File: src/rtl/brg_pkg.sv
package brg_pkg;
  typedef enum logic {
    MODE_X1  = 1'b0,
    MODE_X16 = 1'b1
  } clk_mode_e;

  localparam logic SEL_TC   = 1'b0;
  localparam logic SEL_MODE = 1'b1;
endpackage

File: src/rtl/brg_rst_sync.sv
module brg_rst_sync #(
  parameter int STAGES = 2
) (
  input  logic clk_i,
  input  logic rst_ni,
  output logic rst_no
);
  logic [STAGES-1:0] sync_q;

  always_ff @(posedge clk_i or negedge rst_ni) begin
    if (!rst_ni) sync_q <= '0;
    else         sync_q <= {sync_q[STAGES-2:0], 1'b1};
  end

  assign rst_no = sync_q[STAGES-1];
endmodule

File: src/rtl/brg_cfg_regs.sv
module brg_cfg_regs
  import brg_pkg::*;
#(
  parameter int TC_W = 16
) (
  input  logic            clk_i,
  input  logic            rst_ni,
  input  logic            wr_en_i,
  input  logic            wr_sel_i,
  input  logic [TC_W-1:0] wr_data_i,
  output logic [TC_W-1:0] tc_o,
  output clk_mode_e       mode_o
);
  logic [TC_W-1:0] tc_q, tc_d;
  clk_mode_e       mode_q, mode_d;
  logic            tc_we, mode_we;

  assign tc_we   = wr_en_i && (wr_sel_i == SEL_TC);
  assign mode_we = wr_en_i && (wr_sel_i == SEL_MODE);

  always_comb begin
    tc_d   = tc_q;
    mode_d = mode_q;
    if (tc_we)   tc_d   = wr_data_i;
    if (mode_we) mode_d = clk_mode_e'(wr_data_i[0]);
  end

  always_ff @(posedge clk_i or negedge rst_ni) begin
    if (!rst_ni) begin
      tc_q   <= '0;
      mode_q <= MODE_X16;
    end else begin
      if (tc_we)   tc_q   <= tc_d;
      if (mode_we) mode_q <= mode_d;
    end
  end

  assign tc_o   = tc_q;
  assign mode_o = mode_q;
endmodule

File: src/rtl/brg_divider.sv
module brg_divider #(
  parameter int TC_W = 16,
  localparam int CNT_W = TC_W + 1
) (
  input  logic             clk_i,
  input  logic             rst_ni,
  input  logic             enable_i,
  input  logic [TC_W-1:0]  tc_i,
  output logic             baud_o,
  output logic             rise_o,
  output logic [CNT_W-1:0] cnt_o
);
  logic [CNT_W-1:0] cnt_q, cnt_d, reload;
  logic             baud_q, baud_d;
  logic             at_zero;

  // Half-period of TC+2 cycles: count TC+1 down to 0, then toggle and reload.
  assign reload  = {1'b0, tc_i} + CNT_W'(1);
  assign at_zero = (cnt_q == '0);

  always_comb begin
    cnt_d  = cnt_q;
    baud_d = baud_q;
    if (!enable_i) begin
      cnt_d  = reload;
      baud_d = 1'b0;
    end else if (at_zero) begin
      cnt_d  = reload;
      baud_d = ~baud_q;
    end else begin
      cnt_d  = cnt_q - CNT_W'(1);
    end
  end

  always_ff @(posedge clk_i or negedge rst_ni) begin
    if (!rst_ni) begin
      cnt_q  <= '0;
      baud_q <= 1'b0;
    end else begin
      cnt_q  <= cnt_d;
      baud_q <= baud_d;
    end
  end

  assign rise_o = enable_i && at_zero && !baud_q;
  assign baud_o = baud_q;
  assign cnt_o  = cnt_q;
endmodule

File: src/rtl/brg_clk_mode.sv
module brg_clk_mode
  import brg_pkg::*;
#(
  parameter int PRE_W = 4,
  localparam logic [PRE_W-1:0] PRE_MID = PRE_W'(1 << (PRE_W - 1)),
  localparam logic [PRE_W-1:0] PRE_MAX = '1
) (
  input  logic      clk_i,
  input  logic      rst_ni,
  input  logic      enable_i,
  input  logic      rise_i,
  input  clk_mode_e mode_i,
  output logic      sample_o,
  output logic      tick_o
);
  logic [PRE_W-1:0] pre_q, pre_d, pre_inc;
  logic             sample_q, sample_d;
  logic             tick_q, tick_d;

  assign pre_inc = pre_q + PRE_W'(1);

  always_comb begin
    pre_d    = pre_q;
    sample_d = 1'b0;
    tick_d   = 1'b0;
    if (!enable_i) begin
      pre_d = '0;
    end else if (rise_i) begin
      if (mode_i == MODE_X16) begin
        pre_d    = pre_inc;
        sample_d = (pre_inc == PRE_MID);
        tick_d   = (pre_q == PRE_MAX);
      end else begin
        pre_d    = '0;
        sample_d = 1'b1;
        tick_d   = 1'b1;
      end
    end
  end

  always_ff @(posedge clk_i or negedge rst_ni) begin
    if (!rst_ni) begin
      pre_q    <= '0;
      sample_q <= 1'b0;
      tick_q   <= 1'b0;
    end else begin
      pre_q    <= pre_d;
      sample_q <= sample_d;
      tick_q   <= tick_d;
    end
  end

  assign sample_o = sample_q;
  assign tick_o   = tick_q;
endmodule

File: src/rtl/tc_baud_gen.sv
module tc_baud_gen
  import brg_pkg::*;
#(
  parameter int TC_W  = 16,
  parameter int PRE_W = 4,
  parameter int SYNC_STAGES = 2,
  localparam int CNT_W = TC_W + 1
) (
  input  logic            clk_i,
  input  logic            rst_ni,
  input  logic            wr_en_i,
  input  logic            wr_sel_i,
  input  logic [TC_W-1:0] wr_data_i,
  input  logic            enable_i,
  output logic            baud_clk_o,
  output logic            sample_o,
  output logic            tick_o
);
  logic             rst_n_s;
  logic [TC_W-1:0]  tc_val;
  clk_mode_e        mode_val;
  logic             baud_rise;
  logic [CNT_W-1:0] div_cnt;

  brg_rst_sync #(.STAGES(SYNC_STAGES)) i_rst_sync (
    .clk_i  (clk_i),
    .rst_ni (rst_ni),
    .rst_no (rst_n_s)
  );

  brg_cfg_regs #(.TC_W(TC_W)) i_cfg (
    .clk_i     (clk_i),
    .rst_ni    (rst_n_s),
    .wr_en_i   (wr_en_i),
    .wr_sel_i  (wr_sel_i),
    .wr_data_i (wr_data_i),
    .tc_o      (tc_val),
    .mode_o    (mode_val)
  );

  brg_divider #(.TC_W(TC_W)) i_div (
    .clk_i    (clk_i),
    .rst_ni   (rst_n_s),
    .enable_i (enable_i),
    .tc_i     (tc_val),
    .baud_o   (baud_clk_o),
    .rise_o   (baud_rise),
    .cnt_o    (div_cnt)
  );

  brg_clk_mode #(.PRE_W(PRE_W)) i_mode (
    .clk_i    (clk_i),
    .rst_ni   (rst_n_s),
    .enable_i (enable_i),
    .rise_i   (baud_rise),
    .mode_i   (mode_val),
    .sample_o (sample_o),
    .tick_o   (tick_o)
  );
endmodule

File: config.mk
export PLATFORM = sky130hd
export DESIGN_NAME = tc_baud_gen
export DESIGN_NICKNAME = d
export VERILOG_FILES = /design/src/rtl/brg_pkg.sv /design/src/rtl/brg_rst_sync.sv /design/src/rtl/brg_cfg_regs.sv /design/src/rtl/brg_divider.sv /design/src/rtl/brg_clk_mode.sv /design/src/rtl/tc_baud_gen.sv
export SDC_FILE = /design/constraint.sdc
export NUM_CORES = 1
export LEC_CHECK = 0
export ABC_AREA = 1
export BUFFER_PORTS_ARGS = -buffer_cell sky130_fd_sc_hd__buf_2
export CORE_MARGIN = 8
export CORE_UTILIZATION = 45
export CTS_CLUSTER_SIZE = 30
export DETAILED_ROUTE_END_ITERATION = 12
export GPL_TIMING_DRIVEN = 0
export PLACE_DENSITY = 0.71
export SYNTH_ARGS = -nofsm -noshare
export SYNTH_HDL_FRONTEND = slang
export SYNTH_SLANG_ARGS = --single-unit
export TNS_END_PERCENT = 20
File: constraint.sdc
create_clock -name clk_i -period 1.4 [get_ports clk_i]
set_input_delay 0.21 -clock clk_i [delete_from_list [all_inputs] [get_ports clk_i]]
set_output_delay 0.21 -clock clk_i [all_outputs]
set_load 0.01 [all_outputs]
### After elaboration in Yosys (flattened, before gate mapping)

Cells that the tools add are included.

* input port bits: 21
* memories kept: 0
* latch bits: 0
* register bits: 43
* output and inout port bits: 3
* word-level logic and storage cells: 36
* bits in read-only memories: 0
* memory bits (writable): 0

* magnitude comparators: 0
* multiplexer cells: 13
* equality and inequality tests: 4
* reduce and logical (&&, ||, !) cells: 6
* multiply operators: 0
* divide/modulo/power cells: 0
* shifts and indexed selects: 0
* bitwise operators: 2
* add/subtract/negate cells: 3

Operator list (number)
* $mux W17: 2
* $add A16 B1 Y17 const B: 1
* $logic_not A17 Y1: 1
* $sub A17 B1 Y17 const B: 1
* $mux W4: 3
* $eq A4 B4 Y1 const B: 2
* $mux W1: 8
* $add A4 B1 Y4 const B: 1
* $logic_and A1 B1 Y1: 4
* $ne A2 B1 Y1 const B: 2
* $not A1 Y1: 2
* $logic_not A1 Y1: 1

### Depth between registers and ports, before layout

* depth after elaboration: 5
* depth in mapped cells: 11
* mapped depth without buffers: 11

### Cells and area by module

A second synthesis with hierarchy kept.

* cell total of the unflattened synthesis: 339
* area, all modules: 2506.2 um^2

Modules (own cells, without submodules)
* brg_divider: area each 1488.9 um^2, seq. area each 450.4 um^2, cells each 230, instances 1
* brg_cfg_regs: area each 691.9 um^2, seq. area each 426.7 um^2, cells each 75, instances 1
* brg_clk_mode: area each 271.5 um^2, seq. area each 150.1 um^2, cells each 31, instances 1
* brg_rst_sync: area each 53.8 um^2, seq. area each 50.0 um^2, cells each 3, instances 1

### Least setup slack after synthesis

Ideal clock, no wire load.

* kind: register to register
* start: register i_div.cnt_q[0], in the netlist i_div.cnt_o[0]
* end: register i_div.cnt_q[13], in the netlist i_div.cnt_o[13]
* required time: 1.283 ns
* setup slack: -0.017 ns
* clock period less this slack: 1.417 ns
* buffers on the path: 1
* library setup time: 0.117 ns
* arrival: 1.300 ns
* stages on the path, launching flop included: 11
* path through: dfrtp_1 -> inv_1 -> ha_1 -> inv_1 -> nor2_1 -> nand2_1 -> nor2_4 -> a21oi_4 -> buf_6 -> nand3_1 -> nand2_1

* word-level cells in the longest chain between the ends: 3

RTL lines
* from (decl): line brg_divider.sv:13 `logic [CNT_W-1:0] cnt_q, cnt_d, reload;`
* from (signal assigned): line brg_divider.sv:40 `cnt_q <= cnt_d;`
* $sub A17 B1 Y17 / $logic_not A17 Y1 (equally long branches): line brg_divider.sv:31, brg_divider.sv:19
* $mux W17 *: line brg_divider.sv:27 `end else if (at_zero) begin`
* $mux W17 *: line brg_divider.sv:24 `if (!enable_i) begin`
* via i_div.cnt_d[13]: line brg_divider.sv:13

The timed path passes the listed nets; every way through them passes the cells marked *.
A chain may end at the register's enable or synchronous reset.

### Final worst setup path

* start: register i_div.cnt_q[1], in the netlist i_div.cnt_o[1]
* end: register i_mode.pre_q[0]

* word-level cells in the longest chain between the ends: 4

RTL lines
* $logic_not A17 Y1: line brg_divider.sv:19 `assign at_zero = (cnt_q == '0);`
* $logic_and A1 B1 Y1 (2 in a row): line brg_divider.sv:45 `assign rise_o = enable_i && at_zero && !baud_q;`
* $ne A2 B1 Y1 (no line)
* to (signal assigned): line brg_clk_mode.sv:47 `pre_q <= pre_d;`
* to (decl): line brg_clk_mode.sv:16 `logic [PRE_W-1:0] pre_q, pre_d, pre_inc;`

No other way between the ends.

==> flow_summary.yaml <==
run_status:
  status: "finished, violations left"
  violations: "setup timing"
routing:
  wl_per_cell_um: 12.5
  vias: 2019
  drc: 0
  ant_nets: 0
  drtIter0Drc: 91
  vias_per_cell: 4.91
  routed_wirelength_mm: 5.14
  first_pass_iters: 4
sta:
  hold_violations: 0
  tns_ns: -1.93
  fin_skew_ns: 0.00431
  hold_ws_ns: 0.0799
  slew_headroom_pct: 41.0
  finalMaxSlewViolations: 0
  max_freq_mhz: 654
  setup_ws_ns: -0.129
  setup_viol: 24
  layout_min_cycle_time_ns: 1.53
  period_share_pct: 109
  tightest_slew_ns: 0.884
  rsz0062_at_grt: "yes"
finish:
  stdcell_count: 411
  fillCellCount: 478
  drive_above_1_share_pct: 25.7
  diodes: 0
  area_growth_pct: 21.1
  nets: 363
  fin_util_pct: 55.2
  final_area_um2: 2970
placement:
  io_buffer_count: 22
  place_ws_ns: -0.210
  place.gp.congestion: 0.909
  dp_cells: 395
  placed_area_um2: 2660
  dpl.hpwl_mm: 3.72
synth:
  syn_avg_cell_area_um2: 8.14
  synth_cells: 301
  synth_area_leaders: "dfrtp_1 43%, nand2_1 12%, nor2_1 6.4%"
  yosysWarnings: 0
  synth_nets: 326
  yosysSeqAreaShare_pct: 44.0
  syn_area_um2: 2450
  synth_top_cell_area_share_pct: 42.9
  yosys.area.top_type: "dfrtp_1"
  ys_ff_latch: 43
  yosysUniqueCellTypes: 32
min_path:
  min_path_type: "input port to flop"
cts:
  cts_tree: "done"
  root_buffer: "clkbuf_8"
  clock_sinks: 43
  clk_latency_ns: 0.30
  clk_pin_slew_ns: 0.08
  clockBufferDepth: 2
  cts_buffers: 5
  cts-htree-levels: 2
global_route:
  overflow: 0
  antenna_found_initial: 0
  grt_pass1_wl_mm: 8.83
  grt_max_degree: 42
  grt_pass1_vias: 2011
  grt_use_total_pct: 13.3
die:
  row_count: 27
  ios: 24
  fp.coreArea_um2: 5370
  die-area_um2: 8060
  die_height_um: 89.8
  die_x_um: 89.8
  initial_core_util_pct: 45.6
critical_path:
  worstPathRequired_ns: 1.64
  critPathLaunchType: "flop"
  critical_path_arrival_ns: 1.77
  crit_type: "flop to flop"
  end_kind: "flop"
  path_max_fanout: 8
job:
  maxCapViolCount: 0
pwr:
  ir_worst_vdd_mv: 0.570
  fin_total_pwr_mw: 3.55
  p_leak_nw: 1.43
  power_density_nw_per_um2: 1200
cell usage after synthesis:
cell type and instances:
nand2_1 80, o21ai_2 2, conb_1 1, nand4_4 1, clkbuf_1 1, nand2_4 2
nand2_2 3, xor2_1 9, buf_2 2, a21oi_1 9, nor2_1 42, nor2_4 1
o21ai_0 4, nor3_1 3, nand3b_1 3, or2_2 1, dfrtp_1 42, buf_8 1
nor2_2 6, a31oi_1 1, xnor2_1 10, buf_6 1, o21ai_1 6, inv_1 26
mux2_2 9, nand4_1 3, a21oi_4 1, nor2_8 1, dfstp_2 1, ha_1 4
nand3_1 24, nor4_1 1
layer usage:
metal | global-route usage [%] | routed length, um | vias up
met5 | 0 | 0 | -
met3 | 2.99 | 209 | 15
li1 | - | - | 1029
met2 | 22.6 | 2570 | 53
met1 | 14.7 | 2170 | 922
met4 | 7.90 | 191 | 0
registers in the layout (all words and copies together) (netlist names):
signal             cells
i_rst_sync.sync_q      2
i_mode.sample_o        1
i_div.cnt_o           17
i_div.baud_o           1
i_cfg.tc_o            16
i_mode.pre_q           4
i_mode.tick_o          1
i_cfg.mode_o           1
critical path, cell delays in order, from the launching register on:
cell and delay [ns]:
dfrtp_1 0.40, inv_2 0.08, ha_4 0.12, inv_2 0.03, nor2_1 0.08, nand2_1 0.08, nor2_4 0.18, buf_6 0.13
nand4_4 0.13, nand2_4 0.13, nand2_1 0.05, nand2_1 0.06
cell type report:
class                      instances  area (um^2)  area share (%)
clock buffer                       5         68.8            2.32
multi-input combinational        227         1320            44.3
inverter                          26         97.6            3.29
clock inverter                     3         67.6            2.28
tap                               72         90.1            3.04
timing repair buffer              30          208            7.00
sequential                        43         1080            36.4
buffer                             5         40.0            1.35
worst paths after layout:
path	start	endpoint	slack (ns)	depth (start not counted)
max	i_div.cnt_o[1]	i_mode.pre_q[0]	-0.13	11
min	wr_en_i	i_cfg.mode_o	0.08	2
max reg2reg	i_div.cnt_o[1]	i_mode.pre_q[0]	-0.13	11
min reg2reg	i_rst_sync.sync_q[0]	i_rst_sync.sync_q[1]	0.35	0
max in group asynchronous	i_rst_sync.sync_q[1]	i_cfg.tc_o[0]	0.40	0
min in group asynchronous	rst_ni	i_rst_sync.sync_q[0]	0.22	2
timing repair:
item	4_1_cts	5_1_grt
buffers inserted	6	0
pin swaps	10	1
endpoints found under the setup margin	24	24
resized for setup	25	1
hold buffers	1	0
gates cloned	1	0
endpoints found under the hold margin	2	0
report_power, final:
part / internal [mW] / total, mW / switching, mW
Sequential: 1.42 / 1.61 / 0.197
Clock: 0.711 / 1.15 / 0.437
Combinational: 0.342 / 0.784 / 0.441
logic make-up after synthesis:
family | synth area share [%]
simple gates | 31.8
flops | 44.0
buf+inv | 5.62
compound gates | 5.52
xor+xnor | 6.79
mux | 4.14
fa+ha+maj | 2.04
other cells | 0.153
cell usage in the layout, fill, tap and decap left out, types with 2 or more instances in the layout:
cell type  synthesis  routed
dfrtp_2            0       2
nand2_4            2       3
dfrtp_1           42      40
nand2_2            3       7
mux2_2             9       9
o21ai_2            2       3
o21ai_1            6       7
nor2_4             1       3
xnor2_1           10      10
inv_2              0       3
nand3b_1           3       3
nand3_1           24      21
nand4_1            3       3
o21ai_0            4       2
nand3_2            0       3
clkbuf_8           0       5
xor2_1             9       9
nor2_2             6       6
ha_1               4       3
bufinv_16          0       2
nand2_1           80      74
buf_4              0       2
inv_1             26      23
nor2_1            42      40
a21oi_1            9       9
buf_2              2      24
nor3_1             3       3
buf_6              1       5
(Power assumes the default switching activity.)
